### config.mk
export PLATFORM = sky130hd
export DESIGN_NAME = oneshot_pulse_gen
export DESIGN_NICKNAME = d
export VERILOG_FILES = /design/src/rtl/ospg_pkg.sv /design/src/rtl/ospg_sync.sv /design/src/rtl/ospg_debounce.sv /design/src/rtl/ospg_phase_seq.sv /design/src/rtl/oneshot_pulse_gen.sv
export SDC_FILE = /design/constraint.sdc
export NUM_CORES = 1
export LEC_CHECK = 0
export BUFFER_PORTS_ARGS = -buffer_cell sky130_fd_sc_hd__clkbuf_2
export CORE_UTILIZATION = 50
export CTS_CLUSTER_SIZE = 12
export DETAILED_ROUTE_END_ITERATION = 10
export PLACE_DENSITY = 0.65
export SETUP_SLACK_MARGIN = 0.4
export SYNTH_ARGS = -nofsm -noshare
export SYNTH_HDL_FRONTEND = slang
export SYNTH_SLANG_ARGS = --single-unit
export TNS_END_PERCENT = 5
### constraint.sdc
create_clock -name clk -period 8.69 [get_ports clk]
set_input_delay 1.738 -clock clk [delete_from_list [all_inputs] [get_ports clk]]
set_output_delay 1.738 -clock clk [all_outputs]
set_load 0.01 [all_outputs]
### src/rtl/ospg_pkg.sv
package ospg_pkg;

   typedef enum logic [1:0] {
      ST_IDLE = 2'd0,
      ST_LOW  = 2'd1,
      ST_HIGH = 2'd2
   } phase_t;

   // control word with the unused bit 14 dropped
   typedef struct packed {
      logic       irq_en;
      logic       deb_en;
      logic [2:0] clk_src;
      logic [1:0] trig_cfg;
      logic [1:0] clkin_cfg;
      logic [1:0] gate_cfg;
      logic       act_high;
      logic [2:0] mode;
   } ctrl_t;

   localparam logic [2:0] MODE_ONESHOT = 3'b111;
   localparam logic [2:0] CLKSRC_EXT   = 3'b101;
   localparam logic [1:0] CLKIN_ON     = 2'b01;
   localparam logic [1:0] LVL_HIGH     = 2'b10;
   localparam logic [1:0] LVL_LOW      = 2'b01;

   localparam logic [1:0] ADDR_CTRL  = 2'd0;
   localparam logic [1:0] ADDR_LEN_A = 2'd1;
   localparam logic [1:0] ADDR_LEN_B = 2'd2;

endpackage

### src/rtl/ospg_sync.sv
module ospg_sync #(
   parameter int STAGES = 2,
   parameter int W      = 1
) (
   input  logic         clk,
   input  logic         rst_n,
   input  logic [W-1:0] d,
   output logic [W-1:0] q
);
   generate
      if (STAGES < 2) begin : g_bad_stages
         $error("ospg_sync: STAGES must be at least 2");
      end
   endgenerate

   logic [STAGES-1:0][W-1:0] chain_q;

   always_ff @(posedge clk or negedge rst_n) begin
      if (!rst_n) chain_q <= '0;
      else        chain_q <= {chain_q[STAGES-2:0], d};
   end

   assign q = chain_q[STAGES-1];
endmodule

### src/rtl/ospg_debounce.sv
module ospg_debounce #(
   parameter int HOLD_CYCLES = 4
) (
   input  logic clk,
   input  logic rst_n,
   input  logic raw,
   output logic filt
);
   generate
      if (HOLD_CYCLES < 1) begin : g_bad_hold
         $error("ospg_debounce: HOLD_CYCLES must be at least 1");
      end
   endgenerate

   logic filt_q;

   generate
      if (HOLD_CYCLES == 1) begin : g_follow
         always_ff @(posedge clk or negedge rst_n) begin
            if (!rst_n) filt_q <= 1'b0;
            else        filt_q <= raw;
         end
      end else begin : g_count
         localparam int CW = $clog2(HOLD_CYCLES + 1);
         localparam logic [CW-1:0] LAST = CW'(HOLD_CYCLES - 1);
         logic [CW-1:0] run_q;

         always_ff @(posedge clk or negedge rst_n) begin
            if (!rst_n) begin
               filt_q <= 1'b0;
               run_q  <= '0;
            end else if (raw == filt_q) begin
               run_q <= '0;
            end else if (run_q == LAST) begin
               filt_q <= raw;
               run_q  <= '0;
            end else begin
               run_q <= run_q + 1'b1;
            end
         end
      end
   endgenerate

   assign filt = filt_q;

   // a new filtered level is always one the raw input held before the edge
   assert_filter_follows_R10: assert property (@(posedge clk) disable iff (!rst_n)
      !$stable(filt_q) |-> ($past(raw) == filt_q));
endmodule

### src/rtl/ospg_phase_seq.sv
module ospg_phase_seq
   import ospg_pkg::*;
#(
   parameter int CNT_W = 16
) (
   input  logic             clk,
   input  logic             rst_n,
   input  logic             armed,
   input  logic             start,
   input  logic             tick,
   input  logic [CNT_W-1:0] len_a,
   input  logic [CNT_W-1:0] len_b,
   output phase_t           phase,
   output logic             phase_end
);
   localparam logic [CNT_W-1:0] ONE = CNT_W'(1);

   phase_t           phase_q;
   logic [CNT_W-1:0] cnt_q;
   logic             last_a;
   logic             last_b;

   // count up to len-1; a zero constant wraps to the full 2^CNT_W range
   assign last_a = (cnt_q == len_a - ONE);
   assign last_b = (cnt_q == len_b - ONE);

   always_ff @(posedge clk or negedge rst_n) begin
      if (!rst_n) begin
         phase_q <= ST_IDLE;
         cnt_q   <= '0;
      end else if (!armed) begin
         phase_q <= ST_IDLE;
         cnt_q   <= '0;
      end else if (start) begin
         phase_q <= ST_LOW;
         cnt_q   <= '0;
      end else if (tick) begin
         unique case (phase_q)
            ST_LOW: begin
               if (last_a) begin
                  phase_q <= ST_HIGH;
                  cnt_q   <= '0;
               end else begin
                  cnt_q <= cnt_q + ONE;
               end
            end
            ST_HIGH: begin
               if (last_b) begin
                  phase_q <= ST_IDLE;
                  cnt_q   <= '0;
               end else begin
                  cnt_q <= cnt_q + ONE;
               end
            end
            default: cnt_q <= '0;
         endcase
      end
   end

   assign phase     = phase_q;
   assign phase_end = armed && !start && tick && (phase_q == ST_HIGH) && last_b;

   assert_freeze_no_tick_R8: assert property (@(posedge clk) disable iff (!rst_n)
      (armed && !start && !tick) |=> ($stable(phase_q) && $stable(cnt_q)));

   assert_restart_on_trigger_R7: assert property (@(posedge clk) disable iff (!rst_n)
      (armed && start) |=> (phase_q == ST_LOW && cnt_q == '0));

   assert_high_after_low_R4: assert property (@(posedge clk) disable iff (!rst_n)
      (phase_q == ST_HIGH) |-> ($past(phase_q) == ST_LOW || $past(phase_q) == ST_HIGH));
endmodule

### src/rtl/oneshot_pulse_gen.sv
module oneshot_pulse_gen
   import ospg_pkg::*;
#(
   parameter int CNT_W       = 16,
   parameter int SYNC_STAGES = 2,
   parameter int DEB_CYCLES  = 4
) (
   input  logic        clk,
   input  logic        rst_n,
   input  logic        wr_en,
   input  logic [1:0]  wr_addr,
   input  logic [15:0] wr_data,
   input  logic        gate_in,
   input  logic        clk_in,
   input  logic        trig_in,
   output logic        pulse_out,
   output logic        irq
);
   localparam int PIN_W = 3;  // {trigger, ext clock, hold-off}

   generate
      if (CNT_W < 2 || CNT_W > 16) begin : g_bad_cnt_w
         $error("oneshot_pulse_gen: CNT_W must lie in 2..16");
      end
   endgenerate

   // register file
   ctrl_t            ctrl_q;
   logic [CNT_W-1:0] len_a_q;
   logic [CNT_W-1:0] len_b_q;
   logic             ctrl_wr;

   assign ctrl_wr = wr_en && (wr_addr == ADDR_CTRL);

   always_ff @(posedge clk or negedge rst_n) begin
      if (!rst_n) begin
         ctrl_q  <= '0;
         len_a_q <= '0;
         len_b_q <= '0;
      end else if (wr_en) begin
         unique case (wr_addr)
            ADDR_CTRL:  ctrl_q  <= {wr_data[15], wr_data[13:0]};
            ADDR_LEN_A: len_a_q <= wr_data[CNT_W-1:0];
            ADDR_LEN_B: len_b_q <= wr_data[CNT_W-1:0];
            default: ;
         endcase
      end
   end

   // pin synchronization
   logic [PIN_W-1:0] pin_sync;

   ospg_sync #(.STAGES(SYNC_STAGES), .W(PIN_W)) u_sync (
      .clk   (clk),
      .rst_n (rst_n),
      .d     ({trig_in, clk_in, gate_in}),
      .q     (pin_sync)
   );

   // optional debounce on hold-off (index 0) and trigger (index 1)
   logic [1:0] deb_raw;
   logic [1:0] deb_filt;
   assign deb_raw = {pin_sync[2], pin_sync[0]};

   generate
      for (genvar i = 0; i < 2; i++) begin : g_deb
         ospg_debounce #(.HOLD_CYCLES(DEB_CYCLES)) u_deb (
            .clk   (clk),
            .rst_n (rst_n),
            .raw   (deb_raw[i]),
            .filt  (deb_filt[i])
         );
      end
   endgenerate

   logic gate_lvl;
   logic trig_lvl;
   assign gate_lvl = ctrl_q.deb_en ? deb_filt[0] : deb_raw[0];
   assign trig_lvl = ctrl_q.deb_en ? deb_filt[1] : deb_raw[1];

   // edge detection
   logic trig_prev_q;
   logic ext_prev_q;
   always_ff @(posedge clk or negedge rst_n) begin
      if (!rst_n) begin
         trig_prev_q <= 1'b0;
         ext_prev_q  <= 1'b0;
      end else begin
         trig_prev_q <= trig_lvl;
         ext_prev_q  <= pin_sync[1];
      end
   end

   logic ext_rise;
   logic trig_hit;
   logic gate_on;
   logic armed;
   logic ext_sel;
   logic tick;
   logic start;

   assign ext_rise = pin_sync[1] && !ext_prev_q;

   always_comb begin
      unique case (ctrl_q.trig_cfg)
         LVL_HIGH: trig_hit = trig_lvl && !trig_prev_q;
         LVL_LOW:  trig_hit = !trig_lvl && trig_prev_q;
         default:  trig_hit = 1'b0;
      endcase
      unique case (ctrl_q.gate_cfg)
         LVL_HIGH: gate_on = gate_lvl;
         LVL_LOW:  gate_on = !gate_lvl;
         default:  gate_on = 1'b0;
      endcase
   end

   assign armed   = (ctrl_q.mode == MODE_ONESHOT);
   assign ext_sel = (ctrl_q.clk_src == CLKSRC_EXT) && (ctrl_q.clkin_cfg == CLKIN_ON);
   assign tick    = armed && !gate_on && (ext_sel ? ext_rise : 1'b1);
   assign start   = armed && !gate_on && trig_hit;

   // phase sequencer
   phase_t phase;
   logic   phase_end;

   ospg_phase_seq #(.CNT_W(CNT_W)) u_seq (
      .clk       (clk),
      .rst_n     (rst_n),
      .armed     (armed),
      .start     (start),
      .tick      (tick),
      .len_a     (len_a_q),
      .len_b     (len_b_q),
      .phase     (phase),
      .phase_end (phase_end)
   );

   assign pulse_out = ctrl_q.act_high ? (phase == ST_HIGH) : (phase != ST_HIGH);

   // sticky completion flag
   logic irq_q;
   always_ff @(posedge clk or negedge rst_n) begin
      if (!rst_n)                          irq_q <= 1'b0;
      else if (phase_end && ctrl_q.irq_en) irq_q <= 1'b1;
      else if (ctrl_wr)                    irq_q <= 1'b0;
   end
   assign irq = irq_q;

   assert_ext_tick_single_R9: assert property (@(posedge clk) disable iff (!rst_n)
      ext_rise |=> !ext_rise);

   assert_irq_set_at_end_R11: assert property (@(posedge clk) disable iff (!rst_n)
      (phase_end && ctrl_q.irq_en) |=> irq_q);

   assert_irq_sticky_R11: assert property (@(posedge clk) disable iff (!rst_n)
      (irq_q && !ctrl_wr) |=> irq_q);

   assert_gate_holds_output_R8: assert property (@(posedge clk) disable iff (!rst_n)
      (gate_on && !wr_en) |=> $stable(pulse_out));

   assert_idle_when_disarmed_R2: assert property (@(posedge clk) disable iff (!rst_n)
      (!armed && !wr_en) |=> (phase == ST_IDLE));
endmodule

==> metrics.txt <==
Tmin final 3.863 ns; outcome finished clean; fin. max-slew vios 0; Hold Violations, Final 0; Worst Tran Pin Value 1.047 ns; asr flop ratio synth 1.000; Mapped Cells 456; Pre-antenna DRT Iters 4; total placed cells including tap cells 588; Synth Register Bits 82; Synth Flop Type dfrtp_1; launch point of the worst reg-to-reg path len_a_q[0]; DR WL/cell 17.30 um; final clock skew 0.01305 ns; ANT nets after route 0; CP Max Fanout 25; area of the multi-input gates 2530 um2; initial antenna violation count 0; Worst Path Arrival 4.11 ns; fill cell total of the finished layout 821; die area 9893 um2; Post-CTS Resized 0; row count 35; Lkg Pwr 2.204 nW; core footprint 9240 um2; FF-to-FF End u_seq.cnt_q[6]; Hold WC Path Type reg -> reg; sequential share of the synthesized area 0.4320; routed vias/inst 5.775; yosys warns 0; I/O pin cnt 26; Distinct cells, synth 60; Num CTS Buffers 9; worst hold margin 0.3546 ns; crit-path cells inv_1, ha_1, or3b_2, or4_1, a21oi_1, o221ai_1, or4b_4, a41oi_4, nor2_1, a211o_1; H-tree depth 3; Endpoint, Worst Hold u_sync.q[0]; Worst Hold Path Cells 0; Starting Density 0.5140; period utilization 0.4446; largest stage delay on the critical path 0.66 ns; nets 503; syn avg cell area 10.42 um2; DP Wirelength 7787 um; total number of vias 3488; vias in the first global route 3297; layout cells sized above 1 0.2105; most frequent cell after synthesis dfrtp_1; Tot Pwr 1.054 mW; RSZ-0062 raised after global routing no; crit path kind reg -> reg; Die W 99.47 um; root cell of the clock tree clkbuf_8; Yosys top cell by area dfrtp_1; Post-Layout Cell Count 604; Worst-Skew Late Latency 0.36 ns; post-layout util 0.5594; ANT cells 0; Synth Cell Area 4750 um2; area growth from synthesis to layout 8.825%; clk buf depth 2; Max Clk Rate 258.8 MHz; setup slack, reg-to-reg 4.83 ns; gpl congestion 0.8522; placed cell areas 4938 um2; Reg clk slew, reported paths 0.09 ns; final wirelength 10450 um; Die Y 99.47 um; first-pass GRT wire length 17150 um; PnR worst setup slack 4.827 ns; CTS tree done; GRT Overall Usage 0.2263; stages on the worst setup path 10; post-place setup slack 4.850 ns; top cell type's share of synthesized area 0.4320; kind of cell adding the most delay to the critical path simple AND/OR/NAND/NOR gates; largest net degree at the start of global routing 83; WP buf/inv 1; EDFF count, synth 0; # port buffers 25; DRT iter0 DRCs 200; HP Start u_sync.chain_q[0]; design area 5169 um2; max cap viols 0; endpoint class of the critical path flop; Worst slew margin 0.3017; clock sinks 82; CP max stage cell a41oi_4; startpoint types flop; VDD IR max 0.1083 mV; FF-to-FF path depth 10; global route total overflow 0; drt drc 0; Syn Nets 489; Pwr Density 204.0 nW/um2; largest cells by area after synthesis dfrtp_1, mux2_2, xor2_1, xnor2_1, ha_1; Post-synth top cells dfrtp_1, mux2_2, nand2_1, xor2_1, clkbuf_1; FF/Latch Area 2052 um2; setup TNS 0 ns; cts hold-fix bufs 0; WP data required 8.94 ns; final number of setup-violating endpoints 0; Setup Buffers After CTS 0
## layout by cell type (no fill, tap or decap), types with 3 or more instances in the layout
master    synthesis  final
nand3b_1          3      3
nand2_1          24     24
a21o_1           12     12
or4_1             9      9
o22ai_1           3      3
clkbuf_2          0     24
clkbuf_8          0      9
a21oi_1          10     10
nor3b_1          10      9
o31ai_1           5      5
o211ai_1          4      4
nand4_1           4      4
and3_1            6      6
o31a_1            4      4
nor3_1           16     16
mux2_2           49     49
ha_1              9      9
inv_6             0      3
dfrtp_1          82     82
o21ai_0          10     10
nor4_1           10     10
inv_1            16     16
nor2b_1           8      8
o21bai_1          8      8
xnor2_1          17     17
a211oi_1          3      3
xor2_1           21     21
nand2b_1         11     11
or3_1            10     10
nor2_1           18     18
a211o_1           5      5
nand3_1          11     11
## report_power, final
part           total [mW]  internal [mW]  switching (mW)
registers           0.504          0.438          0.0661
clock network       0.325          0.168           0.157
logic               0.226          0.115           0.110
total                1.05          0.721           0.333
## state kept, by name, summed over array words and instances (netlist names)
register,flops
len_a_q,16
len_b_q,16
u_seq.cnt_q,16
ctrl_q,15
g_deb.u_deb.g_count.run_q,6
u_sync.chain_q,3
u_sync.q,3
g_deb.u_deb.filt,2
u_seq.phase,2
ext_prev_q,1
irq,1
trig_prev_q,1
## area by class of cell
class,count,area share
Clock inverter,7,0.02058
Multi-Input combinational cell,335,0.4895
Sequential cell,82,0.3970
Timing Repair Buffer,26,0.02614
Tap cell,129,0.03123
Clock buffer,9,0.02397
Inverter,16,0.01162
## cell families (layout without fill, tap and decap cells)
| kind of cell | Yosys count | after routing | synth area share |
|---|---|---|---|
| and+or+nand+nor | 156 | 156 | 0.1918 |
| buffers and inverters | 39 | 58 | 0.03635 |
| xor gates and xnor gates | 38 | 38 | 0.07007 |
| DFF | 82 | 82 | 0.4320 |
| adders and majority gates | 9 | 9 | 0.02371 |
| AOI/OAI and AO/OA | 81 | 81 | 0.1257 |
| muxes | 51 | 51 | 0.1204 |
## layer usage
layer,up-vias,part of all wire,global-route usage,routed length [um]
met5,-,0,0,0
met4,0,0.0090,0.06335,94
met3,6,0.029,0.03373,307
met2,59,0.47,0.3616,4939
met1,1726,0.49,0.3212,5106
li1,1697,-,-,-
## worst max-delay path by stage
| stage | slack (ns) | startpoint | endpoint |
|---|---|---|---|
| 6_report | 4.83 | len_a_q[0] | u_seq.cnt_q[6] |
| 5_1_grt | 4.60 | len_a_q[0] | u_seq.cnt_q[6] |
| 4_1_cts | 4.83 | len_a_q[0] | u_seq.cnt_q[6] |
| 3_5_place_dp | 4.85 | len_a_q[0] | u_seq.cnt_q[6] |
| 3_3_place_gp | 5.00 | len_a_q[0] | u_seq.cnt_q[14] |
| 2_1_floorplan | 5.35 | len_a_q[0] | u_seq.cnt_q[13] |
## worst register-to-register path, cell delays in order, from the launching register on
cell and delay, ns:
dfrtp_1 0.44, inv_1 0.09, ha_1 0.27, or3b_2 0.54
or4_1 0.53, a21oi_1 0.16, o221ai_1 0.14, or4b_4 0.54
a41oi_4 0.66, nor2_1 0.12, a211o_1 0.29
Note: power is estimated with default switching activity, not from simulation.
